### src/rtl/vws_pkg.sv
package vws_pkg;
  typedef enum logic [1:0] {
    VERD_NONE = 2'd0,
    VERD_UP   = 2'd1,
    VERD_DN   = 2'd2
  } verdict_e;
endpackage

### src/rtl/vws_sync.sv
// Two-flop synchroniser followed by a rising-edge detector.
module vws_sync (
  input  logic clk,
  input  logic rst_n,
  input  logic async_in,
  output logic rise
);
  logic meta_q, stab_q, last_q;
  logic meta_d, stab_d, last_d;

  always_comb begin
    meta_d = async_in;
    stab_d = meta_q;
    last_d = stab_q;
  end

  always_ff @(posedge clk or negedge rst_n) begin
    if (!rst_n) begin
      meta_q <= 1'b0;
      stab_q <= 1'b0;
      last_q <= 1'b0;
    end else begin
      meta_q <= meta_d;
      stab_q <= stab_d;
      last_q <= last_d;
    end
  end

  assign rise = stab_q & ~last_q;
endmodule

### src/rtl/vws_sequencer.sv
// Slot timer and round-robin loop pointer.
module vws_sequencer #(
  parameter int NUM_LOOPS = 3,
  parameter int GATE_LEN  = 1024,
  localparam int SEL_W    = (NUM_LOOPS > 1) ? $clog2(NUM_LOOPS) : 1,
  localparam int GATE_W   = $clog2(GATE_LEN)
) (
  input  logic             clk,
  input  logic             rst_n,
  output logic [SEL_W-1:0] sel,
  output logic             load,
  output logic             eval
);
  localparam logic [GATE_W-1:0] GATE_LAST = GATE_W'(GATE_LEN - 1);
  localparam logic [SEL_W-1:0]  SEL_LAST  = SEL_W'(NUM_LOOPS - 1);

  logic [GATE_W-1:0] gate_q, gate_d;
  logic [SEL_W-1:0]  sel_q, sel_d;

  assign load = (gate_q == '0);
  assign eval = (gate_q == GATE_LAST);
  assign sel  = sel_q;

  always_comb begin
    gate_d = gate_q;
    sel_d  = sel_q;
    if (eval) begin
      gate_d = '0;
      if (sel_q == SEL_LAST) sel_d = '0;
      else                   sel_d = sel_q + SEL_W'(1);
    end else begin
      gate_d = gate_q + GATE_W'(1);
    end
  end

  always_ff @(posedge clk or negedge rst_n) begin
    if (!rst_n) begin
      gate_q <= '0;
      sel_q  <= '0;
    end else begin
      gate_q <= gate_d;
      sel_q  <= sel_d;
    end
  end
endmodule

### src/rtl/vws_counter.sv
// Shared down-counter with table lookup and window comparison.
module vws_counter
  import vws_pkg::*;
#(
  parameter int NUM_LOOPS = 3,
  parameter int NUM_STD   = 4,
  parameter int CNT_W     = 12,
  localparam int SEL_W    = (NUM_LOOPS > 1) ? $clog2(NUM_LOOPS) : 1,
  localparam int STD_W    = (NUM_STD > 1) ? $clog2(NUM_STD) : 1,
  localparam int TBL_W    = NUM_STD * NUM_LOOPS * CNT_W,
  localparam int IDX_W    = $clog2(NUM_STD * NUM_LOOPS + 1)
) (
  input  logic             clk,
  input  logic             rst_n,
  input  logic             load,
  input  logic             eval,
  input  logic             rise,
  input  logic [SEL_W-1:0] sel,
  input  logic [STD_W-1:0] std_sel,
  input  logic [TBL_W-1:0] start_tbl,
  input  logic [TBL_W-1:0] lo_tbl,
  input  logic [TBL_W-1:0] hi_tbl,
  output logic [CNT_W-1:0] cnt,
  output verdict_e         verdict
);
  logic [IDX_W-1:0] idx;
  logic [CNT_W-1:0] start_v, lo_v, hi_v;
  logic [CNT_W-1:0] cnt_q, cnt_d, cnt_dec;

  assign idx     = IDX_W'(std_sel) * IDX_W'(NUM_LOOPS) + IDX_W'(sel);
  assign start_v = start_tbl[int'(idx)*CNT_W +: CNT_W];
  assign lo_v    = lo_tbl[int'(idx)*CNT_W +: CNT_W];
  assign hi_v    = hi_tbl[int'(idx)*CNT_W +: CNT_W];

  always_comb begin
    cnt_dec = cnt_q;
    if (rise && (cnt_q != '0)) cnt_dec = cnt_q - CNT_W'(1);
  end

  always_comb begin
    if (load) cnt_d = start_v;
    else      cnt_d = cnt_dec;
  end

  always_comb begin
    verdict = VERD_NONE;
    if (eval) begin
      if (cnt_dec < lo_v)      verdict = VERD_DN;
      else if (cnt_dec > hi_v) verdict = VERD_UP;
    end
  end

  always_ff @(posedge clk or negedge rst_n) begin
    if (!rst_n) cnt_q <= '0;
    else        cnt_q <= cnt_d;
  end

  assign cnt = cnt_q;
endmodule

### src/rtl/vws_pulse.sv
// Per-loop correction pulse timer and acquisition flag.
module vws_pulse
  import vws_pkg::*;
#(
  parameter int PLS_W = 8
) (
  input  logic             clk,
  input  logic             rst_n,
  input  logic             fire,
  input  verdict_e         verdict,
  input  logic [PLS_W-1:0] pulse_len,
  output logic             up,
  output logic             dn,
  output logic             acq
);
  logic [PLS_W-1:0] tmr_q, tmr_d;
  logic             dir_q, dir_d;
  logic             acq_q, acq_d;
  logic             out_win;

  assign out_win = fire && (verdict != VERD_NONE);

  always_comb begin
    tmr_d = tmr_q;
    dir_d = dir_q;
    acq_d = out_win;
    if (fire) begin
      if (out_win) begin
        tmr_d = pulse_len;
        dir_d = (verdict == VERD_UP);
      end else begin
        tmr_d = '0;
      end
    end else if (tmr_q != '0) begin
      tmr_d = tmr_q - PLS_W'(1);
    end
  end

  always_ff @(posedge clk or negedge rst_n) begin
    if (!rst_n) begin
      tmr_q <= '0;
      dir_q <= 1'b0;
      acq_q <= 1'b0;
    end else begin
      tmr_q <= tmr_d;
      dir_q <= dir_d;
      acq_q <= acq_d;
    end
  end

  assign up  = (tmr_q != '0) &&  dir_q;
  assign dn  = (tmr_q != '0) && !dir_q;
  assign acq = acq_q;
endmodule

### src/rtl/vco_window_scan.sv
module vco_window_scan
  import vws_pkg::*;
#(
  parameter int NUM_LOOPS = 3,
  parameter int NUM_STD   = 4,
  parameter int CNT_W     = 12,
  parameter int GATE_LEN  = 1024,
  parameter int PLS_W     = 8,
  localparam int STD_W    = (NUM_STD > 1) ? $clog2(NUM_STD) : 1,
  localparam int SEL_W    = (NUM_LOOPS > 1) ? $clog2(NUM_LOOPS) : 1,
  localparam int TBL_W    = NUM_STD * NUM_LOOPS * CNT_W
) (
  input  logic                 clk_ref,
  input  logic                 rst_n,
  input  logic [NUM_LOOPS-1:0] osc_clk,
  input  logic [STD_W-1:0]     std_sel,
  input  logic [TBL_W-1:0]     start_tbl,
  input  logic [TBL_W-1:0]     lo_tbl,
  input  logic [TBL_W-1:0]     hi_tbl,
  input  logic [PLS_W-1:0]     pulse_len,
  output logic [NUM_LOOPS-1:0] corr_up,
  output logic [NUM_LOOPS-1:0] corr_dn,
  output logic [NUM_LOOPS-1:0] acq_flag
);
  logic [NUM_LOOPS-1:0] rise_vec;
  logic                 rise_sel;
  logic [SEL_W-1:0]     loop_sel;
  logic                 slot_load, slot_eval;
  logic [CNT_W-1:0]     count_q;
  verdict_e             verdict;

  for (genvar g = 0; g < NUM_LOOPS; g++) begin : g_sync
    vws_sync i_sync (
      .clk      (clk_ref),
      .rst_n    (rst_n),
      .async_in (osc_clk[g]),
      .rise     (rise_vec[g])
    );
  end

  always_comb begin
    rise_sel = 1'b0;
    for (int i = 0; i < NUM_LOOPS; i++) begin
      if (loop_sel == SEL_W'(i)) rise_sel = rise_vec[i];
    end
  end

  vws_sequencer #(
    .NUM_LOOPS (NUM_LOOPS),
    .GATE_LEN  (GATE_LEN)
  ) i_seq (
    .clk   (clk_ref),
    .rst_n (rst_n),
    .sel   (loop_sel),
    .load  (slot_load),
    .eval  (slot_eval)
  );

  vws_counter #(
    .NUM_LOOPS (NUM_LOOPS),
    .NUM_STD   (NUM_STD),
    .CNT_W     (CNT_W)
  ) i_cnt (
    .clk       (clk_ref),
    .rst_n     (rst_n),
    .load      (slot_load),
    .eval      (slot_eval),
    .rise      (rise_sel),
    .sel       (loop_sel),
    .std_sel   (std_sel),
    .start_tbl (start_tbl),
    .lo_tbl    (lo_tbl),
    .hi_tbl    (hi_tbl),
    .cnt       (count_q),
    .verdict   (verdict)
  );

  for (genvar g = 0; g < NUM_LOOPS; g++) begin : g_pulse
    logic fire;
    assign fire = slot_eval && (loop_sel == SEL_W'(g));
    vws_pulse #(
      .PLS_W (PLS_W)
    ) i_pulse (
      .clk       (clk_ref),
      .rst_n     (rst_n),
      .fire      (fire),
      .verdict   (verdict),
      .pulse_len (pulse_len),
      .up        (corr_up[g]),
      .dn        (corr_dn[g]),
      .acq       (acq_flag[g])
    );
  end
endmodule

### config.mk
export PLATFORM = sky130hd
export DESIGN_NAME = vco_window_scan
export DESIGN_NICKNAME = d
export VERILOG_FILES = /design/src/rtl/vws_pkg.sv /design/src/rtl/vws_sync.sv /design/src/rtl/vws_sequencer.sv /design/src/rtl/vws_counter.sv /design/src/rtl/vws_pulse.sv /design/src/rtl/vco_window_scan.sv
export SDC_FILE = /design/constraint.sdc
export NUM_CORES = 1
export LEC_CHECK = 0
export BUFFER_PORTS_ARGS = -buffer_cell sky130_fd_sc_hd__clkbuf_2
export CAP_MARGIN = 10
export CORE_AREA = 10 10 171 173
export CTS_CLUSTER_SIZE = 20
export DETAILED_ROUTE_END_ITERATION = 10
export DIE_AREA = 0 0 181 183
export PLACE_DENSITY_LB_ADDON = 0.15
export SKIP_LAST_GASP = 1
export SLEW_MARGIN = 15
export SYNTH_ARGS = -nofsm -noshare
export SYNTH_HDL_FRONTEND = slang
export SYNTH_SLANG_ARGS = --single-unit
### constraint.sdc
create_clock -name clk_ref -period 5 [get_ports clk_ref]
set_input_delay 0.5 -clock clk_ref [delete_from_list [all_inputs] [get_ports clk_ref]]
set_output_delay 0.5 -clock clk_ref [all_outputs]
set_load 0.02 [all_outputs]
Word-level counts from Yosys, hierarchy flattened
Cells that the tools add are included.
{"block": "totals", "rom_bits": 0, "ramBits": 0, "word_cells": 93, "mem_count": 0, "regBits": 63, "latchBits": 0, "output_inout_bits": 9}
{"block": "op_classes", "n_eq_ne": 4, "magnitude_cmp": 2, "multipliers": 2, "n_shift": 3, "div_mod_pow": 0, "n_addsub": 7, "muxes": 19, "bitwise": 6, "reduce_logical": 29}
{"op": "$shiftx 144x32->12", "n": 3}
{"op": "$mux 8", "n": 9}
{"op": "$mux 12", "n": 2}
{"op": "$reduce_bool 8->1", "n": 3}
{"op": "$sub 8x1->8 const B", "n": 3}
{"op": "$logic_and 1x1->1", "n": 13}
{"op": "$gt 12x12->1", "n": 1}
{"op": "$lt 12x12->1", "n": 1}
{"op": "$reduce_bool 12->1", "n": 1}
{"op": "$sub 12x1->12 const B", "n": 1}
{"op": "$add 10x1->10 const B", "n": 1}
{"op": "$eq 10x10->1 const B", "n": 1}
{"op": "$logic_not 10->1", "n": 1}
{"op": "$mux 10", "n": 1}
{"op": "$reduce_bool 2->1", "n": 4}
{"op": "$mul 4x2->6 const B", "n": 1}
{"op": "$mux 2", "n": 3}
{"op": "$reduce_and 2->1", "n": 3}
{"op": "$add 4x2->4", "n": 1}
{"op": "$eq 2x1->1 const B", "n": 2}
{"op": "$mul 2x2->4 const B", "n": 1}
{"op": "$mux 1", "n": 4}
{"op": "$and 1x1->1", "n": 3}
{"op": "$logic_not 1->1", "n": 3}
{"op": "other kinds (4)", "n": 6}

Depth between registers and ports, before layout
Gate-level depths: netlist of run 1.
{"block": "depth", "depth_word": 15, "mapped_depth": 22, "depth_no_buf": 18}

Cells and area by module
Synthesis of run 1 repeated with hierarchy kept, for this count alone.
{"block": "hier_totals", "cells_unflattened": 684, "hier_area_um2": 7551.0}
{"module": "vws_counter", "cells_per_inst": 406, "area_each_um2": 4667.0, "instances": 1}
{"module": "vws_pulse", "cells_per_inst": 68, "area_each_um2": 653.1, "instances": 3}
{"module": "vws_sequencer", "cells_per_inst": 56, "area_each_um2": 608.1, "instances": 1}
{"module": "vws_sync", "cells_per_inst": 4, "area_each_um2": 88.8, "instances": 3}
{"module": "vco_window_scan", "cells_per_inst": 6, "area_each_um2": 50.0, "instances": 1}

Worst setup path after synthesis of run 1
No wires, ideal clock.
{"block": "synth_timing", "kind": "input to register", "start": "in std_sel[0]", "end": "reg g_pulse[2].i_pulse.tmr_q[5]", "setup_ps": 67, "path_stages": 21, "arrival_time_ps": 5190, "setup_slack_ps": -257, "cell_sequence": "inv_1 > fa_1 > inv_1 > ha_1 > buf_2 > clkbuf_1 > buf_1 > clkbuf_1 > mux4_2 > a21oi_1 > ha_1 > a21oi_1 > a21oi_1 > or3_1 > a2111oi_0 > o21ai_1 > a221oi_2 > or2_1 > buf_6 > buf_6 > a32o_2"}
{"block": "synth_between", "elab_chain_cells": 12, "word_cells_on_any_way": 14}
{"item": "start, declared", "line": "vco_window_scan.sv:16", "source": "input logic [STD_W-1:0] std_sel,"}
{"item": "$mul 2x2->4 (*)", "line": "vws_counter.sv:30", "source": "assign idx = IDX_W'(std_sel) * IDX_W'(NUM_LOOPS) + IDX_W'(sel);"}
{"item": "$add 4x2->4 (*)", "line": "vws_counter.sv:30"}
{"item": "$mul 4x2->6 (*)", "line": "vws_counter.sv:32, vws_counter.sv:33"}
{"item": "$shiftx 144x32->12", "line": "vws_counter.sv:33", "source": "assign hi_v = hi_tbl[int'(idx)*CNT_W +: CNT_W];"}
{"item": "$gt 12x12->1", "line": "vws_counter.sv:49", "source": "else if (cnt_dec > hi_v) verdict = VERD_UP;"}
{"item": "$mux 1", "line": "vws_counter.sv:49"}
{"item": "$mux 2 (*)", "line": "vws_counter.sv:48", "source": "if (cnt_dec < lo_v) verdict = VERD_DN;"}
{"item": "$mux 2 (*)", "line": "vws_counter.sv:47", "source": "if (eval) begin"}
{"item": "$reduce_bool 2->1 (*)", "line": "vws_pulse.sv:21", "source": "assign out_win = fire && (verdict != VERD_NONE);"}
{"item": "$logic_and 1x1->1 (*)", "line": "vws_pulse.sv:21"}
{"item": "$mux 8 (*)", "line": "vws_pulse.sv:28", "source": "if (out_win) begin"}
{"item": "$mux 8 (*)", "line": "vws_pulse.sv:27", "source": "if (fire) begin"}
{"item": "end signal, assigned", "line": "vws_pulse.sv:45", "source": "tmr_q <= tmr_d;"}
{"item": "end, declared", "line": "vws_pulse.sv:16", "source": "logic [PLS_W-1:0] tmr_q, tmr_d;"}
Every way passes the cells marked *; elsewhere a longest branch is shown, timed or not.
A chain may end at the register's enable or synchronous reset.

Worst setup path after layout of run 1
{"block": "layout_timing", "start": "reg i_seq.sel_q[1], in the netlist i_seq.sel[1]", "end": "reg g_pulse[2].i_pulse.tmr_q[6]"}
{"block": "layout_between", "elab_chain_cells": 14, "word_cells_on_any_way": 23}
{"item": "start, declared", "line": "vws_sequencer.sv:18", "source": "logic [SEL_W-1:0] sel_q, sel_d;"}
{"item": "start signal, assigned", "line": "vws_sequencer.sv:42", "source": "sel_q <= sel_d;"}
{"item": "branches (longest 14 deep; another with $gt 12x12->1)"}
Parallel ways; which one is timed is not known.

==> metrics, run 1 <==
status=finished, final reports clean; die area=0.03312 mm^2; Synth top area share=0.3374; Setup crit start kind=register; H-tree Lvls=3; total number of vias=7417; port bufs=455; clk_lat worst skew=0.32 ns; Initial Utilization=0.2772; CTS tree=built; fin cells=1442; Core ar.=0.02576 mm^2; antenna violations before repair=10; overall die height=183 um; Reg clk slew, reported paths=0.05 ns; synth cell count leaders=mux4_2 (107), nor2_1 (67), dfrtp_1 (63), a21oi_1 (42), mux2i_1 (38); pre-CTS setup slack=0.06318 ns; post-synthesis sequential area ratio=0.2207; Placed Instances=1412; crit path from=i_seq.sel[1]$_DFFE_PN0N_; crit path max fanout=24; worst-margin pin slew=0.8620 ns; synth warn=0; Setup violations, final=0; dpl hpwl=34230 um; R2R Path End=g_pulse[2].i_pulse.tmr_q[6]$_DFFE_PN0P_; P per Cell Area=234.8 mW/mm^2; post-layout worst setup margin=0.3057 ns; Fin. Hold Viols=0; Post-Synthesis Cells=642; row count=59; share of layout cells above drive strength 1=0.5811; reg2reg start=i_seq.sel[1]$_DFFE_PN0N_; I/O pins=456; drc violations=0; Worst VDD drop=0.1715 mV; CP endpoint=g_pulse[2].i_pulse.tmr_q[6]$_DFFE_PN0P_; DR pass1 iterations=5; synth top area cells=mux4_2 (34%), dfrtp_1 (22%), ha_1 (5.6%); Nets=1575; Worst Skew=0.007249 ns; fin. max-slew vios=0; worst hold-check path type=in2reg; die extent in x=181 um; Setup TNS Final=0 ns; Final Util=0.4008; Post-synth ARST share=1.000; Crit Path Class=reg2reg; GRT Total Usage=0.2238; EDFF count, synth=0; Syn Std Cell Area=0.007142 mm^2; vias per cell=5.144; f_max=213.0 MHz; maxcap violations=0; Yosys reg bits=63; Initial DRC Count=488; fill count=2624; CTS Hold Buffers Added=0; commonest register cell after synthesis=dfrtp_1; cell type with the largest total area after synthesis=mux4_2; Wirelength per Cell=26.70 um; Worst R2R Setup Slack=0.31 ns; Detailed Route WL=38500 um; largest net degree at the start of global routing=64; Clock Sinks=63; P_leak=0.005037 uW; Syn Nets=1123; Clock Tree Root=clkbuf_16; area grow syn2layout=44.59%; Routability Congestion=0.9290; number of antenna-violating nets in the routed design=0; grt ovf=0; vias in the first global route=8146; Worst EP arrival=4.91 ns; Rel. slew slack=0.4193; Period minus WS final=4.694 ns; CP required=5.21 ns; Unique masters post-synth=56; Longest Clk Path Bufs=2; fin crit share=0.9389; first-pass GRT wire length=55400 um; number of CTS-inserted buffers=9; FF-to-FF path depth=21; syn_area_per_cell=11.12 um^2; CP endpoint kind=register; top-count cell post-synth=mux4_2; Tot Pwr=2424 uW
[kinds of logic (layout without fill, tap and decap cells)]
| kind of cell | count (synthesis) | in the layout | share of synthesized area |
|---|---|---|---|
| other cells | 0 | 9 | 0 |
| buf+inv | 71 | 527 | 0.04590 |
| simple gates | 174 | 174 | 0.1221 |
| flops | 63 | 63 | 0.2207 |
| fa+ha+maj | 34 | 34 | 0.06167 |
| mux | 154 | 154 | 0.4049 |
| compound gates | 110 | 110 | 0.1006 |
| xor+xnor | 36 | 36 | 0.04415 |
[critical path, stage by stage (launching register included)]
cell	delay, ns
dfrtp_2	0.40
inv_1	0.09
fa_1	0.48
inv_1	0.06
ha_4	0.17
fa_2	0.41
buf_12	0.16
buf_12	0.13
mux4_2	0.28
mux2i_1	0.15
nor2_1	0.05
a21oi_1	0.13
ha_1	0.27
and3_1	0.17
a221oi_1	0.28
o21ai_0	0.12
and3b_1	0.23
o22ai_1	0.07
o21a_1	0.21
or2_1	0.26
buf_12	0.17
a32o_2	0.26
[power breakdown]
group	total (uW)	switching [uW]	internal (uW)	leakage [uW]
Combinational	1180	579	600	0.00407
Clock	631	221	409	0.000145
Sequential	615	57.6	557	0.000819
[repair_timing]
| action | 4_1_cts | 5_1_grt |
|---|---|---|
| buffers inserted | 0 | 6 |
| endpoints found under the setup margin | 0 | 30 |
| gates resized for setup | 0 | 4 |
[through the flow]
stage                     hold WS (ns)  cell area [um^2]
after global routing            0.2744             10320
final                           0.2869             10330
after CTS                       0.2709             10220
after global placement          0.3352              9918
after floorplan                 0.2044              7161
after detailed placement        0.3347              9918
[per-layer routing]
metal | GRT usage | wire length (um) | vias to the layer above
li1 | - | - | 3430
met1 | 0.2730 | 15470 | 3673
met2 | 0.3883 | 19650 | 288
met3 | 0.06752 | 3025 | 22
met4 | 0.03612 | 329 | 4
met5 | 0 | 21 | -
[area by class of cell]
cell class / instances / area, um^2 / area share
repair buffers: 494 / 2658 / 0.2574
clock inverters: 3 / 42.54 / 0.004120
flip-flops and latches: 63 / 1578 / 0.1528
multi-input cells: 508 / 5283 / 0.5116
clock buffers: 12 / 256.5 / 0.02484
diodes: 9 / 22.52 / 0.002181
well taps: 335 / 419.2 / 0.04059
inverters: 18 / 67.56 / 0.006543
[sequential cells by signal (all words and copies together) (netlist names)]
name / count
g_sync.i_sync.meta_q: 3
i_cnt.cnt: 12
g_sync.i_sync.last_d: 3
g_pulse.i_pulse.tmr_q: 24
g_pulse.i_pulse.acq: 3
i_seq.sel: 2
g_sync.i_sync.last_q: 3
i_seq.gate_q: 10
g_pulse.i_pulse.dir_q: 3
[worst min path at each step]
stage | from | endpoint | slack (ns) | cells after the start
floorplan | rst_n | g_pulse[0].i_pulse.acq$_DFF_PN0_ | 0.20 | 0
detailed placement | g_sync[1].i_sync.meta_q$_DFF_PN0_ | g_sync[1].i_sync.last_d$_DFF_PN0_ | 0.33 | 0
global route | osc_clk[1] | g_sync[1].i_sync.meta_q$_DFF_PN0_ | 0.27 | 1
global placement | g_sync[0].i_sync.meta_q$_DFF_PN0_ | g_sync[0].i_sync.last_d$_DFF_PN0_ | 0.34 | 0
CTS | osc_clk[0] | g_sync[0].i_sync.meta_q$_DFF_PN0_ | 0.27 | 1
finish | osc_clk[0] | g_sync[0].i_sync.meta_q$_DFF_PN0_ | 0.29 | 1
[placed cells by master, fill, tap and decap left out, drive strengths merged, types with 3 or more instances in the layout]
cell,instances
ha,32
mux4,107
nand4,4
clkbuf,468
xnor2,19
nor4b,3
and2,9
inv,18
mux2i,38
o21ai,20
nand3,11
o21a,4
nor2,67
nor2b,3
nor3,13
a31oi,4
nor4bb,3
a21oi,42
and3,5
xor2,17
a21o,5
buf,38
a31o,15
nor4,8
dfrtp,63
or2,3
nand2b,10
mux2,9
diode,9
a221oi,4
a32o,6
nand2,25
No activity file was read; power rests on OpenSTA's default activity.
==> inputs of run 2 (changes only) <==
CELL_PAD_IN_SITES_DETAIL_PLACEMENT = 1   (was not set)
CELL_PAD_IN_SITES_GLOBAL_PLACEMENT = 2   (was not set)
CORE_AREA = 10 10 192 194   (was 10 10 171 173)
DIE_AREA = 0 0 202 204   (was 0 0 181 183)
SKIP_CTS_REPAIR_TIMING = 1   (was not set)
==> metrics, run 2 (same netlist as run 1, synthesis figures left out) <==
Setup TNS Final=0 ns (unchanged); largest net degree at the start of global routing=51 (-20%); Initial Utilization=0.2157 (-0.06153); area grow syn2layout=48.18%; clk_lat worst skew=0.34 ns (+0.02 ns); RSZ-0062 raised after global routing=no; total number of vias=7512 (+1.3%); CP required=5.22 ns (about the same); fill count=3880 (+48%); die area=0.04121 mm^2 (+24%); row count=67 (+14%); P per Cell Area=232.5 mW/mm^2 (-0.99%); port bufs=455 (unchanged); DR pass1 iterations=4 (-1); Wirelength per Cell=26.77 um (+0.28%); met2 routed wirelength=22670 um (+15%); Setup violations, final=0 (unchanged); crit path max fanout=24 (unchanged); number of antenna-violating nets in the routed design=0 (unchanged); Highest Signal Layer=met5; most common cell after layout, fill and taps aside=clkbuf_2; worst hold-check path type=in2async; Worst EP arrival=4.91 ns (about the same); Fin. Hold Viols=0 (unchanged); die extent in x=202 um (+12%); Period minus WS final=4.684 ns (-0.01042 ns); register with the most flip-flops=g_pulse.i_pulse.tmr_q; maxcap violations=0 (unchanged); met3 wire length=2881 um (-4.8%); share of layout cells above drive strength 1=0.5871 (+0.006017); Worst VDD drop=0.1793 mV (+4.5%); reg2reg start=i_seq.sel[1]$_DFFE_PN0N_; vias in the first global route=8608 (+5.7%); met1 WL=15770 um (+1.9%); f_max=213.5 MHz (+0.22%); vias per cell=4.785 (-7.0%); Initial DRC Count=317 (-35%); CTS tree=built; Worst Skew=0.006914 ns (-0.0003352 ns); most frequent cells in the layout=clkbuf_2 (455), mux4_2 (107), nor2_1 (66), dfrtp_1 (63), buf_4 (45); Longest Clk Path Bufs=2 (unchanged); dpl hpwl=37620 um (+9.9%); CP endpoint kind=register; first-pass GRT wire length=60200 um (+8.7%); I/O pins=456 (unchanged); Core ar.=0.03311 mm^2 (+29%); Crit Path Class=reg2reg; crit path from=i_seq.sel[1]$_DFFE_PN0N_; worst-margin pin slew=0.9036 ns (+0.04166 ns); drc violations=0 (unchanged); final hold slack=0.05686 ns (-0.2301 ns); GRT Total Usage=0.1988 (-0.02500); overall die height=204 um (+11%); status=finished, final reports clean; P_leak=0.005119 uW (+1.6%); Rel. slew slack=0.3958 (-0.02349); grt ovf=0 (unchanged); antenna violations before repair=11 (+1); Nets=1590 (+0.95%); fin crit share=0.9368 (-0.002085); number of CTS-inserted buffers=9 (unchanged); Reg clk slew, reported paths=0.06 ns (about the same); Detailed Route WL=42030 um (+9.2%); Setup crit start kind=register; H-tree Lvls=3 (unchanged); max FFs per register=24 (unchanged); Clock Sinks=63 (unchanged); Routability Congestion=0.8682 (-6.5%); fin. max-slew vios=0 (unchanged); Clock Tree Root=clkbuf_16
## run 2: cell types whose count changed in the layout (fill, tap and decap cells not counted), sizes merged
cell      previous run  this run
buf                 38        54
bufinv               1         0
clkbuf             468       465
clkinv               1         5
clkinvlp             1         0
diode                9         8
inv                 18        19
## run 2: where the power goes
| group | total (uW) | internal, uW | switching (uW) |
|---|---|---|---|
| sequential | 613 | 557 | 55.9 |
| combinational | 1250 | 646 | 602 |
| clock | 599 | 351 | 248 |
| total | 2460 | 1550 | 906 |
## run 2: per-stage QoR
stage / util / instance area, um^2 / power (uW) / cells / worst slack (ns)
3_3_place_gp: 0.3088 / 10220 / 1870 / 1542 / 0.09001
3_5_place_dp: 0.3088 / 10220 / 1883 / 1542 / 0.04077
5_1_grt: 0.3196 / 10580 / 2650 / 1570 / 0.002813
6_report: 0.3196 / 10580 / 2460 / 1570 / 0.3161
2_1_floorplan: - / 7161 / 1308 / 642 / 0.004477
4_1_cts: 0.3174 / 10510 / 2497 / 1558 / 0.2373
## run 2: cell type report
type	count	area, um^2	share of cell area
Multi-Input combinational cell	508	5279	0.4988
Clock buffer	10	239.0	0.02258
Tap cell	448	560.5	0.05297
Sequential cell	63	1577	0.1490
Clock inverter	6	45.04	0.004256
Antenna cell	8	20.02	0.001892
Timing Repair Buffer	509	2795	0.2641
Inverter	18	67.56	0.006385
## run 2: path summary, 6_finish.rpt
check	endpoint	slack, ns	cells after the start
max	g_pulse[2].i_pulse.tmr_q[5]$_DFFE_PN0P_	0.32	20
min	g_sync[2].i_sync.last_d$_DFF_PN0_	0.06	1
max reg2reg	g_pulse[2].i_pulse.tmr_q[5]$_DFFE_PN0P_	0.32	20
min reg2reg	g_sync[0].i_sync.last_d$_DFF_PN0_	0.35	0
max in group asynchronous	g_pulse[1].i_pulse.tmr_q[6]$_DFFE_PN0P_	3.95	2
min in group clk_ref	g_sync[1].i_sync.meta_q$_DFF_PN0_	0.27	1
## run 2: critical path, stage by stage, from the launching register on
cell and delay, ns:
dfrtp_1 0.34, inv_1 0.13, fa_1 0.52, inv_1 0.07
ha_4 0.16, fa_2 0.41, buf_12 0.15, buf_4 0.19
nor2_2 0.16, buf_12 0.17, a21oi_1 0.08, ha_1 0.33
and3_1 0.18, a221oi_1 0.32, o21ai_1 0.12, and3b_1 0.24
o22ai_1 0.07, o21a_1 0.21, or2_1 0.26, buf_12 0.17
a32o_2 0.26
## run 2: routing by layer
metal | track usage | up-vias
met3 | 0.06308 | 33
li1 | - | 3459
met2 | 0.3597 | 224
met4 | 0.05852 | 2
met5 | 0 | -
met1 | 0.2181 | 3794
